## src/rtl/xdp_pkg.sv

```systemverilog
// Shared constants and types for the transfer direction planner.
// Assumes quadwords of 64 bits addressed by a 6-bit offset and 16-bit words.
package xdp_pkg;
    localparam int OFF_W      = 6;
    localparam int QW_BITS    = 64;
    localparam int WORD_SHIFT = 4;

    typedef struct packed {
        logic backward;
        logic disjoint;
        logic disjoint_items;
    } xfer_flags_t;
endpackage

```

## src/rtl/xdp_decide.sv

```systemverilog
// Combinational direction decision for one transfer.
// Computes the signed non-overlap distance and chooses reversal only for a
// backward, overlapping transfer whose geometry makes a forward copy unsafe.
// Assumes GAP_W = QW_W + 7 so the scaled quadword difference cannot wrap.
module xdp_decide #(
    parameter int QW_W    = 16,
    parameter int WIDTH_W = 15
) (
    input  xdp_pkg::xfer_flags_t flags,
    input  logic [QW_W-1:0]      src_qw,
    input  logic [QW_W-1:0]      dst_qw,
    input  logic [5:0]           src_off,
    input  logic [5:0]           dst_off,
    input  logic [WIDTH_W-1:0]   width,
    output logic [QW_W+6:0]      gap,
    output logic                 rtl,
    output logic                 touch
);
    import xdp_pkg::*;
    localparam int GAP_W = QW_W + 7;

    logic [GAP_W-1:0] qdiff;
    logic [GAP_W-1:0] odiff;
    logic [GAP_W-1:0] width_ext;
    logic             cand;
    logic             gap_pos;
    logic             gap_big;
    logic             wide;
    logic             covers;

    // Distance and geometry tests in modular two's-complement arithmetic.
    always_comb begin
        qdiff     = GAP_W'(dst_qw) - GAP_W'(src_qw);
        odiff     = GAP_W'(dst_off) - GAP_W'(src_off);
        gap       = (qdiff << OFF_W) + odiff;
        width_ext = GAP_W'(width);
        cand      = flags.backward && !flags.disjoint && !flags.disjoint_items;
        gap_pos   = !gap[GAP_W-1];
        gap_big   = gap_pos && (gap >= GAP_W'(QW_BITS));
        wide      = width_ext >= GAP_W'(QW_BITS);
        covers    = gap_pos && (width_ext >= gap);
        rtl       = cand && gap_big && wide && covers;
        touch     = cand;
    end
endmodule

```

## src/rtl/xdp_chunker.sv

```systemverilog
// Chunk sequencer for one line, shared by the source and destination tracks.
// Both tracks keep a line-end pointer; the presented chunk starts at that
// end minus the step, so a forward line (step = width) lands on the start.
// Assumes gap_bits <= width whenever rtl is set.
module xdp_chunker #(
    parameter int WIDTH_W = 15
) (
    input  logic                         clk,
    input  logic                         rst_n,
    input  logic                         load,
    input  logic [WIDTH_W-1:0]           load_width,
    input  logic [1:0][5:0]              load_off,
    input  logic                         rtl,
    input  logic [WIDTH_W-1:0]           gap_bits,
    input  logic                         advance,
    output logic [WIDTH_W-1:0]           step,
    output logic                         last,
    output logic [1:0][WIDTH_W-4:0]      word,
    output logic [1:0][5:0]              bitp
);
    import xdp_pkg::*;
    localparam int PTR_W = WIDTH_W + 1;

    logic [WIDTH_W-1:0] remaining;

    // Chunk size is the gap when reversing, bounded by what is left.
    always_comb begin
        step = (rtl && (gap_bits < remaining)) ? gap_bits : remaining;
        last = (step == remaining);
    end

    // Bits still to move on the current line.
    always_ff @(posedge clk) begin
        if (!rst_n)       remaining <= '0;
        else if (load)    remaining <= load_width;
        else if (advance) remaining <= remaining - step;
    end

    for (genvar ch = 0; ch < 2; ch++) begin : g_track
        logic [PTR_W-1:0] end_r;
        logic [PTR_W-1:0] ptr;

        // Line-end pointer of this track, pulled back by each taken chunk.
        always_ff @(posedge clk) begin
            if (!rst_n)       end_r <= '0;
            else if (load)    end_r <= PTR_W'(load_off[ch]) + PTR_W'(load_width);
            else if (advance) end_r <= end_r - PTR_W'(step);
        end

        // Chunk start pointer split into word offset and bit position.
        assign ptr      = end_r - PTR_W'(step);
        assign word[ch] = ptr[PTR_W-1:WORD_SHIFT];
        assign bitp[ch] = ptr[OFF_W-1:0];
    end
endmodule

```

## src/rtl/xfer_dir_planner.sv

```systemverilog
// Top of the transfer direction planner.
// Registers the direction decision on an accepted start, counts lines, and
// presents chunks to a walker that consumes them with chunk_take.
// Assumes line-to-line address stepping is done by the walker.
module xfer_dir_planner #(
    parameter int QW_W    = 16,
    parameter int WIDTH_W = 15
) (
    input  logic                 clk,
    input  logic                 rst_n,
    input  logic                 start,
    input  logic                 flag_backward,
    input  logic                 flag_disjoint,
    input  logic                 flag_disjoint_items,
    input  logic [QW_W-1:0]      src_qword,
    input  logic [QW_W-1:0]      dst_qword,
    input  logic [5:0]           src_bit,
    input  logic [5:0]           dst_bit,
    input  logic [WIDTH_W-1:0]   width,
    input  logic [WIDTH_W-1:0]   height,
    input  logic                 chunk_take,
    output logic                 busy,
    output logic                 plan_rtl,
    output logic                 plan_touch,
    output logic [QW_W+6:0]      plan_gap,
    output logic                 chunk_valid,
    output logic [WIDTH_W-4:0]   chunk_src_word,
    output logic [5:0]           chunk_src_bit,
    output logic [WIDTH_W-4:0]   chunk_dst_word,
    output logic [5:0]           chunk_dst_bit,
    output logic [WIDTH_W-1:0]   chunk_bits,
    output logic                 chunk_last,
    output logic [WIDTH_W-1:0]   lines_left
);
    import xdp_pkg::*;
    localparam int GAP_W = QW_W + 7;

    xfer_flags_t          flags_in;
    logic [GAP_W-1:0]     gap_d;
    logic                 rtl_d;
    logic                 touch_d;
    logic                 busy_q;
    logic                 rtl_q;
    logic                 touch_q;
    logic [GAP_W-1:0]     gap_q;
    logic [WIDTH_W-1:0]   width_q;
    logic [5:0]           soff_q;
    logic [5:0]           doff_q;
    logic [WIDTH_W-1:0]   lines_q;
    logic                 accept;
    logic                 adv;
    logic                 line_end;
    logic                 final_line;
    logic                 reload;
    logic [WIDTH_W-1:0]   ld_width;
    logic [1:0][5:0]      ld_off;
    logic [WIDTH_W-1:0]   step;
    logic                 last;
    logic [1:0][WIDTH_W-4:0] word;
    logic [1:0][5:0]      bitp;

    assign flags_in = '{backward: flag_backward, disjoint: flag_disjoint,
                        disjoint_items: flag_disjoint_items};

    xdp_decide #(.QW_W(QW_W), .WIDTH_W(WIDTH_W)) u_decide (
        .flags   (flags_in),
        .src_qw  (src_qword),
        .dst_qw  (dst_qword),
        .src_off (src_bit),
        .dst_off (dst_bit),
        .width   (width),
        .gap     (gap_d),
        .rtl     (rtl_d),
        .touch   (touch_d)
    );

    // Handshake qualifiers: start only when idle, take only when presenting.
    always_comb begin
        accept     = start && !busy_q;
        adv        = chunk_take && busy_q;
        line_end   = adv && last;
        final_line = line_end && (lines_q == WIDTH_W'(1));
        reload     = accept || (line_end && !final_line);
        ld_width   = accept ? width : width_q;
        ld_off     = accept ? {dst_bit, src_bit} : {doff_q, soff_q};
    end

    // Plan and line geometry captured on an accepted start.
    always_ff @(posedge clk) begin
        if (!rst_n) begin
            rtl_q   <= 1'b0;
            touch_q <= 1'b0;
            gap_q   <= '0;
            width_q <= '0;
            soff_q  <= '0;
            doff_q  <= '0;
        end else if (accept) begin
            rtl_q   <= rtl_d;
            touch_q <= touch_d;
            gap_q   <= gap_d;
            width_q <= width;
            soff_q  <= src_bit;
            doff_q  <= dst_bit;
        end
    end

    // Line counter and busy state.
    always_ff @(posedge clk) begin
        if (!rst_n) begin
            busy_q  <= 1'b0;
            lines_q <= '0;
        end else if (accept) begin
            busy_q  <= (width != '0) && (height != '0);
            lines_q <= (width == '0) ? '0 : height;
        end else if (line_end) begin
            lines_q <= lines_q - WIDTH_W'(1);
            if (final_line) busy_q <= 1'b0;
        end
    end

    xdp_chunker #(.WIDTH_W(WIDTH_W)) u_chunker (
        .clk        (clk),
        .rst_n      (rst_n),
        .load       (reload),
        .load_width (ld_width),
        .load_off   (ld_off),
        .rtl        (rtl_q),
        .gap_bits   (gap_q[WIDTH_W-1:0]),
        .advance    (adv && !line_end),
        .step       (step),
        .last       (last),
        .word       (word),
        .bitp       (bitp)
    );

    assign busy           = busy_q;
    assign plan_rtl       = rtl_q;
    assign plan_touch     = touch_q;
    assign plan_gap       = gap_q;
    assign chunk_valid    = busy_q;
    assign chunk_src_word = word[0];
    assign chunk_src_bit  = bitp[0];
    assign chunk_dst_word = word[1];
    assign chunk_dst_bit  = bitp[1];
    assign chunk_bits     = step;
    assign chunk_last     = last;
    assign lines_left     = lines_q;
endmodule

```

## config.mk

```make
export PLATFORM = sky130hd
export DESIGN_NAME = xfer_dir_planner
export DESIGN_NICKNAME = d
export VERILOG_FILES = /design/src/rtl/xdp_pkg.sv /design/src/rtl/xdp_decide.sv /design/src/rtl/xdp_chunker.sv /design/src/rtl/xfer_dir_planner.sv
export SDC_FILE = /design/constraint.sdc
export NUM_CORES = 1
export LEC_CHECK = 0
export ABC_AREA = 1
export BUFFER_PORTS_ARGS = -buffer_cell sky130_fd_sc_hd__buf_4
export CAP_MARGIN = 20
export CORE_MARGIN = 8
export CORE_UTILIZATION = 40
export CTS_BUF_LIST = sky130_fd_sc_hd__clkbuf_8 sky130_fd_sc_hd__clkbuf_16
export CTS_CLUSTER_SIZE = 8
export DETAILED_ROUTE_END_ITERATION = 10
export HOLD_SLACK_MARGIN = 0.1
export PLACE_DENSITY = 0.58
export REMOVE_ABC_BUFFERS = 1
export SETUP_SLACK_MARGIN = 0.1
export SLEW_MARGIN = 30
export SYNTH_ARGS = -nofsm -noshare
export SYNTH_HDL_FRONTEND = slang
export SYNTH_SLANG_ARGS = --single-unit
```

## constraint.sdc

```tcl
create_clock -name clk -period 5.25 [get_ports clk]
set_input_delay 0 -clock clk [delete_from_list [all_inputs] [get_ports clk]]
set_output_delay 0 -clock clk [all_outputs]
set_load 0.03 [all_outputs]
```

### After elaboration in Yosys (flattened, before gate mapping)

Index checks and enable logic that the tools add are counted.

* bits of input ports: 81
* output and inout port bits: 94
* bits in registers: 115
* word-level logic and storage cells: 70

* add/subtract/negate cells: 9
* reduce and logical (&&, ||, !) cells: 29
* mux-type cells: 15
* magnitude comparators: 4
* equality and inequality tests: 2

Operators by type and width (count)
* $mux W15: 7
* $mux W16: 4
* $add A6 B15 Y16: 2
* $sub A16 B15 Y16: 2
* $reduce_bool A15 Y1: 2
* $add A23 B23 Y23: 1
* $ge A15 B23 Y1: 1
* $ge A23 B7 Y1 const B: 1
* $sub A16 B16 Y17: 1
* $eq A15 B1 Y1 const B: 1
* $eq A15 B15 Y1: 1
* $ge A15 B7 Y1 const B: 1
* $logic_and A1 B1 Y1: 15
* $logic_not A15 Y1: 1
* $lt A15 B15 Y1: 1
* $sub A15 B1 Y15 const B: 1
* $sub A15 B15 Y15: 1
* $mux W12: 1
* $sub A6 B6 Y7: 1
* $logic_not A1 Y1: 6
* $reduce_bool A2 Y1: 3
* $mux W1: 3
* $reduce_and A2 Y1: 1
* $logic_or A1 B1 Y1: 1

### Longest topological paths before layout

* word-level depth: 10
* gate-level depth with buffers: 29

### Modules after synthesis

Synthesis repeated with hierarchy kept, for this count alone.

* cells, all modules: 1897
* area total of the unflattened synthesis: 11793.8 um^2

Modules (own cells, without submodules)
* xdp_chunker: cells each 974, seq. area each 940.9 um^2, times used 1, area each 6020.8 um^2
* xfer_dir_planner: cells each 472, seq. area each 1361.3 um^2, times used 1, area each 3233.1 um^2
* xdp_decide: cells each 451, seq. area each 0.0 um^2, times used 1, area each 2539.9 um^2

### Worst setup path before layout

OpenSTA, ideal clock, no wires.

* path kind: flip-flop to flip-flop
* start: register gap_q[14], in the netlist plan_gap[14]
* end: register u_chunker.g_track[1].end_r[10]
* library setup time: 0.070 ns
* period minus slack after synthesis: 4.618 ns
* cell stages (with the launch flop): 24
* data arrival time: 4.548 ns
* data required time: 5.180 ns
* path slack: 0.632 ns
* path through: dfxtp_1 -> ha_1 -> nand2_1 -> inv_2 -> nand2_1 -> nand2_1 -> a21oi_2 -> nand2_1 -> clkbuf_1 -> clkbuf_1 -> o21ai_0 -> ha_1 -> fa_1 -> nand3b_1 -> nand2_1 -> a21oi_1 -> o21ai_0 -> nand3_1 -> nand2_1 -> xor2_1 -> nand2_1 -> nand2_1 -> inv_1 -> a21oi_1

* elaborated cells on any way between the ends: 15
* those cells by class: add/sub (1); order compare (1); eq/ne (1); mux (3); reduce/logical (9)

RTL lines
* from (decl): RTL line xfer_dir_planner.sv:45 `logic [GAP_W-1:0] gap_q;`
* from (signal assigned): RTL line xfer_dir_planner.sv:100 `gap_q <= gap_d;`
* $lt A15 B15 Y1: RTL line xdp_chunker.sv:28 `step = (rtl && (gap_bits < remaining)) ? gap_bits : remaining;`
* $logic_and A1 B1 Y1: RTL line xdp_chunker.sv:28
* $mux W15: RTL line xdp_chunker.sv:28
* net chunk_bits[0]: RTL line xfer_dir_planner.sv:31 `output logic [WIDTH_W-1:0] chunk_bits,`
* $sub A16 B15 Y16
* net chunk_dst_word[6]: RTL line xfer_dir_planner.sv:29 `output logic [WIDTH_W-4:0] chunk_dst_word,`
* $mux W16: RTL line xdp_chunker.sv:47 `else if (advance) end_r <= end_r - PTR_W'(step);`
* $mux W16: RTL line xdp_chunker.sv:46 `else if (load) end_r <= PTR_W'(load_off[ch]) + PTR_W'(load_width);`
* to (signal assigned): RTL line xdp_chunker.sv:46
* to (signal assigned): RTL line xdp_chunker.sv:47
* to (decl): RTL line xdp_chunker.sv:40 `logic [PTR_W-1:0] end_r;`

The timed path passes the listed nets, and every way through them passes these cells. The select of a mux whose other input is x is not followed.
A chain may end at the register's enable or synchronous reset.

### Final worst setup path

* start: register u_chunker.remaining[2]
* end: output port chunk_src_word[8]

* cells in the longest elaborated chain, start to end: 4

RTL lines
* from (decl): RTL line xdp_chunker.sv:24 `logic [WIDTH_W-1:0] remaining;`
* from (signal assigned): RTL line xdp_chunker.sv:35 `else if (load) remaining <= load_width;`
* from (signal assigned): RTL line xdp_chunker.sv:36 `else if (advance) remaining <= remaining - step;`
* $lt A15 B15 Y1: RTL line xdp_chunker.sv:28
* $logic_and A1 B1 Y1: RTL line xdp_chunker.sv:28
* $mux W15 *: RTL line xdp_chunker.sv:28
* $sub A16 B15 Y16 *: RTL line xdp_chunker.sv:51 `assign ptr = end_r - PTR_W'(step);`
* to (decl): RTL line xfer_dir_planner.sv:27 `output logic [WIDTH_W-4:0] chunk_src_word,`

Every way passes the cells marked *; elsewhere a longest branch is shown, timed or not.

==> flow_summary.json <==
{
  "status": "finished, final reports clean",
  "drt_iter0_drc": 676,
  "synth_top_area_cell": "dfxtp_1",
  "grt_max_degree": 72,
  "synth_async_sr_flop_share_pct": 0,
  "synth_edf_count": 0,
  "io_buffers": 174,
  "netlist_area_um2": 11500,
  "rows": 62,
  "switching_share_pct": 51.8,
  "synthCells": 1822,
  "final_util_pct": 50.0,
  "syn_avg_cell_area_um2": 6.29,
  "cts_sinks": 115,
  "die_h_um": 185,
  "tns_ns": 0,
  "antenna_found_initial": 0,
  "cts_buffer_depth": 2,
  "grt_overflow": 0,
  "power_leakage_nw": 7.70,
  "ant_nets": 0,
  "numCtsBuffers": 17,
  "hold_path.class": "input pin to flop",
  "drive_gt1_share_pct": 14.0,
  "root_buffer": "clkbuf_16",
  "hold_violations": 0,
  "vias_per_cell": 5.01,
  "place_ws_ns": 0.712,
  "max_stage_delay_ns": 0.65,
  "synthXorXnorAreaFrac_pct": 7.04,
  "p_int_mw": 3.39,
  "cts_setup_buffers": 0,
  "power.share.clock_pct": 17.3,
  "slew_violations": 0,
  "start_kind": "flop",
  "cp.arrival_ns": 4.52,
  "setup_viol": 0,
  "synth_compound_area_share_pct": 15.2,
  "fin_nets": 2247,
  "grt_pass1_vias": 12040,
  "finalNonFillerCells": 2430,
  "h-tree-depth": 4,
  "seq_power_share_pct": 15.4,
  "fmax_mhz": 221,
  "gr-usage-all-layers_pct": 22.1,
  "synthMuxAreaShare_pct": 0,
  "syn_to_final_growth_pct": 24.4,
  "synth_seq_area_share_pct": 20.1,
  "cts_tree": "done",
  "ys_types": 47,
  "firstDrtPassIters": 5,
  "post-synth-top-area-fraction_pct": 20.1,
  "stdcell_area_um2": 14200,
  "drc": 0,
  "synthSimpleGateAreaFrac_pct": 29.7,
  "cp_max_fo": 29,
  "synth_seq_cells": 115,
  "clock_latency_ns": 0.44,
  "hpwl_um": 29600,
  "place.gp.congestion": 0.910,
  "period_share_pct": 86.0,
  "diodes": 0,
  "powerDensity_nw_per_um2": 493,
  "place_inst": 2345,
  "irDropWorstVdd_mv": 0.273,
  "start_util_pct": 40.2,
  "worstPathCellList": "inv_1 > ha_1 > a21oi_1 > nand2_1 > nand2_1 > nand2_1 > nand2_1 > nand2_2 > o21ai_0 > ha_1 > fa_1 > nand3b_1 > nand2_1 > a21oi_1 > o21ai_0 > nand3_1 > nand2_1 > nand2_1 > nand2_1 > nand2_1 > nand2_1 > inv_1 > buf_4",
  "wirelength_um": 38100,
  "worstMarginPinSlew_ns": 0.921,
  "die_w_um": 185,
  "cp.required_ns": 5.25,
  "core_area_um2": 28500,
  "synth_flop_cell": "dfxtp_1",
  "design.die.area_um2": 34300,
  "combPwrFrac_pct": 67.2,
  "finalClockSkew_ns": 0.0133,
  "rsz0062_at_grt": "false",
  "crit_path_frequent_cell": "nand2_1",
  "max_cap_violations": 0,
  "cpMaxStageDelayCell": "o21ai_0",
  "yosysWarnings": 0,
  "synth_adder_area_share_pct": 15.1,
  "finalCriticalPeriod_ns": 4.52,
  "vias": 12164,
  "yosys-top-cells-count": "425 x nand2_1, 300 x inv_1, 158 x nand3_1",
  "power_mw": 7.02,
  "hold_ws_ns": 0.137,
  "fin_ws_ns": 0.735,
  "ios": 175,
  "worstSetupPathType": "flop to primary output",
  "path_clk_slew_ns": 0.06,
  "synth_area_leaders": "dfxtp_1 20%, nand2_1 14%, ha_1 14%, inv_1 9.8%, nand3_1 6.9%",
  "cp-end-kind": "primary output",
  "maxSlewHeadroom_pct": 38.6,
  "synth_top_family_by_area": "simple AND/OR/NAND/NOR gates",
  "grt_first_pass_wirelength_um": 60500,
  "place_area_um2": 13100,
  "synth.most_common_cell": "nand2_1",
  "wl_per_cell_um": 15.7,
  "power.switching_mw": 3.63
}
[layer usage]
| layer | wire length [um] | part of all wire, % | track usage, % |
|---|---|---|---|
| met2 | 18600 | 49 | 40.1 |
| met5 | 0 | 0 | 0 |
| met3 | 1710 | 4.5 | 3.28 |
| met4 | 1270 | 3.3 | 8.64 |
| met1 | 16500 | 43 | 25.9 |
[critical path: cells and delay by family (launching register included)]
kind	cells	cell delay [ns]
flops	1	0.35
fa+ha+maj	3	0.80
compound gates	4	1.34
buf+inv	3	0.29
simple gates	13	1.29
[layout make-up]
type                    count  area, um2
flip-flops and latches    115       2300
clock inverters            15        170
inverters                 311       1170
clock buffers              17        425
well taps                 384        480
repair buffers            252       2020
multi-input cells        1336       7680
fillers                  2981      14200
[timing repair]
action | in CTS | in global routing
resized for setup | 0 | 1
hold endpoints to repair | 51 | 0
endpoints found under the setup margin | 0 | 11
hold buffers | 53 | 0
[kinds of logic (layout without fill, tap and decap cells)]
logic type / Yosys count / count (layout)
buffers and inverters: 371 / 595
DFF: 115 / 115
AOI/OAI and AO/OA: 317 / 317
adders and majority gates: 133 / 133
xor gates and xnor gates: 92 / 92
and+or+nand+nor: 794 / 794
[cells in the final DEF (no fill, tap or decap), types with 3 or more instances in the layout]
cell           instances
a21boi_0               4
a21o_1                10
a21oi_1              145
a31oi_1                8
buf_4                199
clkbuf_16             17
clkinv_1               3
dfxtp_1              115
dlygate4sd3_1         53
fa_1                   8
ha_1                 125
inv_1                300
inv_2                  7
inv_6                  7
nand2_1              424
nand2_2               10
nand3_1              158
nand3b_1               6
nand4_1               15
nor2_1               132
nor3_1                13
nor4_1                 7
o211ai_1               9
o21ai_0              100
o21ai_1               15
o21ai_2                9
o31ai_1                5
or2_2                 21
xnor2_1               25
xor2_1                67
[sequential cells by signal, indices dropped and copies added, names as in the netlist]
register	count
u_chunker.g_track.end_r	32
busy	1
plan_rtl	1
soff_q	6
width_q	15
plan_gap	23
plan_touch	1
doff_q	6
lines_left	15
u_chunker.remaining	15
[power groups by stage]
stage               clock, mW  sequential (mW)  combinational [mW]
floorplan                   0             1.15                3.15
global placement            0             1.10                4.65
detailed placement          0             1.10                4.69
CTS                      1.23             1.08                4.75
global route             1.27             1.10                5.22
finish                   1.22             1.08                4.72
[final timing paths]
check / start / endpoint / slack (ns) / cells past startpoint
worst max-delay path: u_chunker.remaining[2] / chunk_src_word[8] / 0.73 / 23
worst min-delay path: width[11] / width_q[11] / 0.14 / 5
worst max register to register: u_chunker.remaining[2] / lines_left[0] / 0.73 / 18
worst min register to register: plan_touch / plan_touch / 0.48 / 2
No activity file was read; power rests on OpenSTA's default activity.
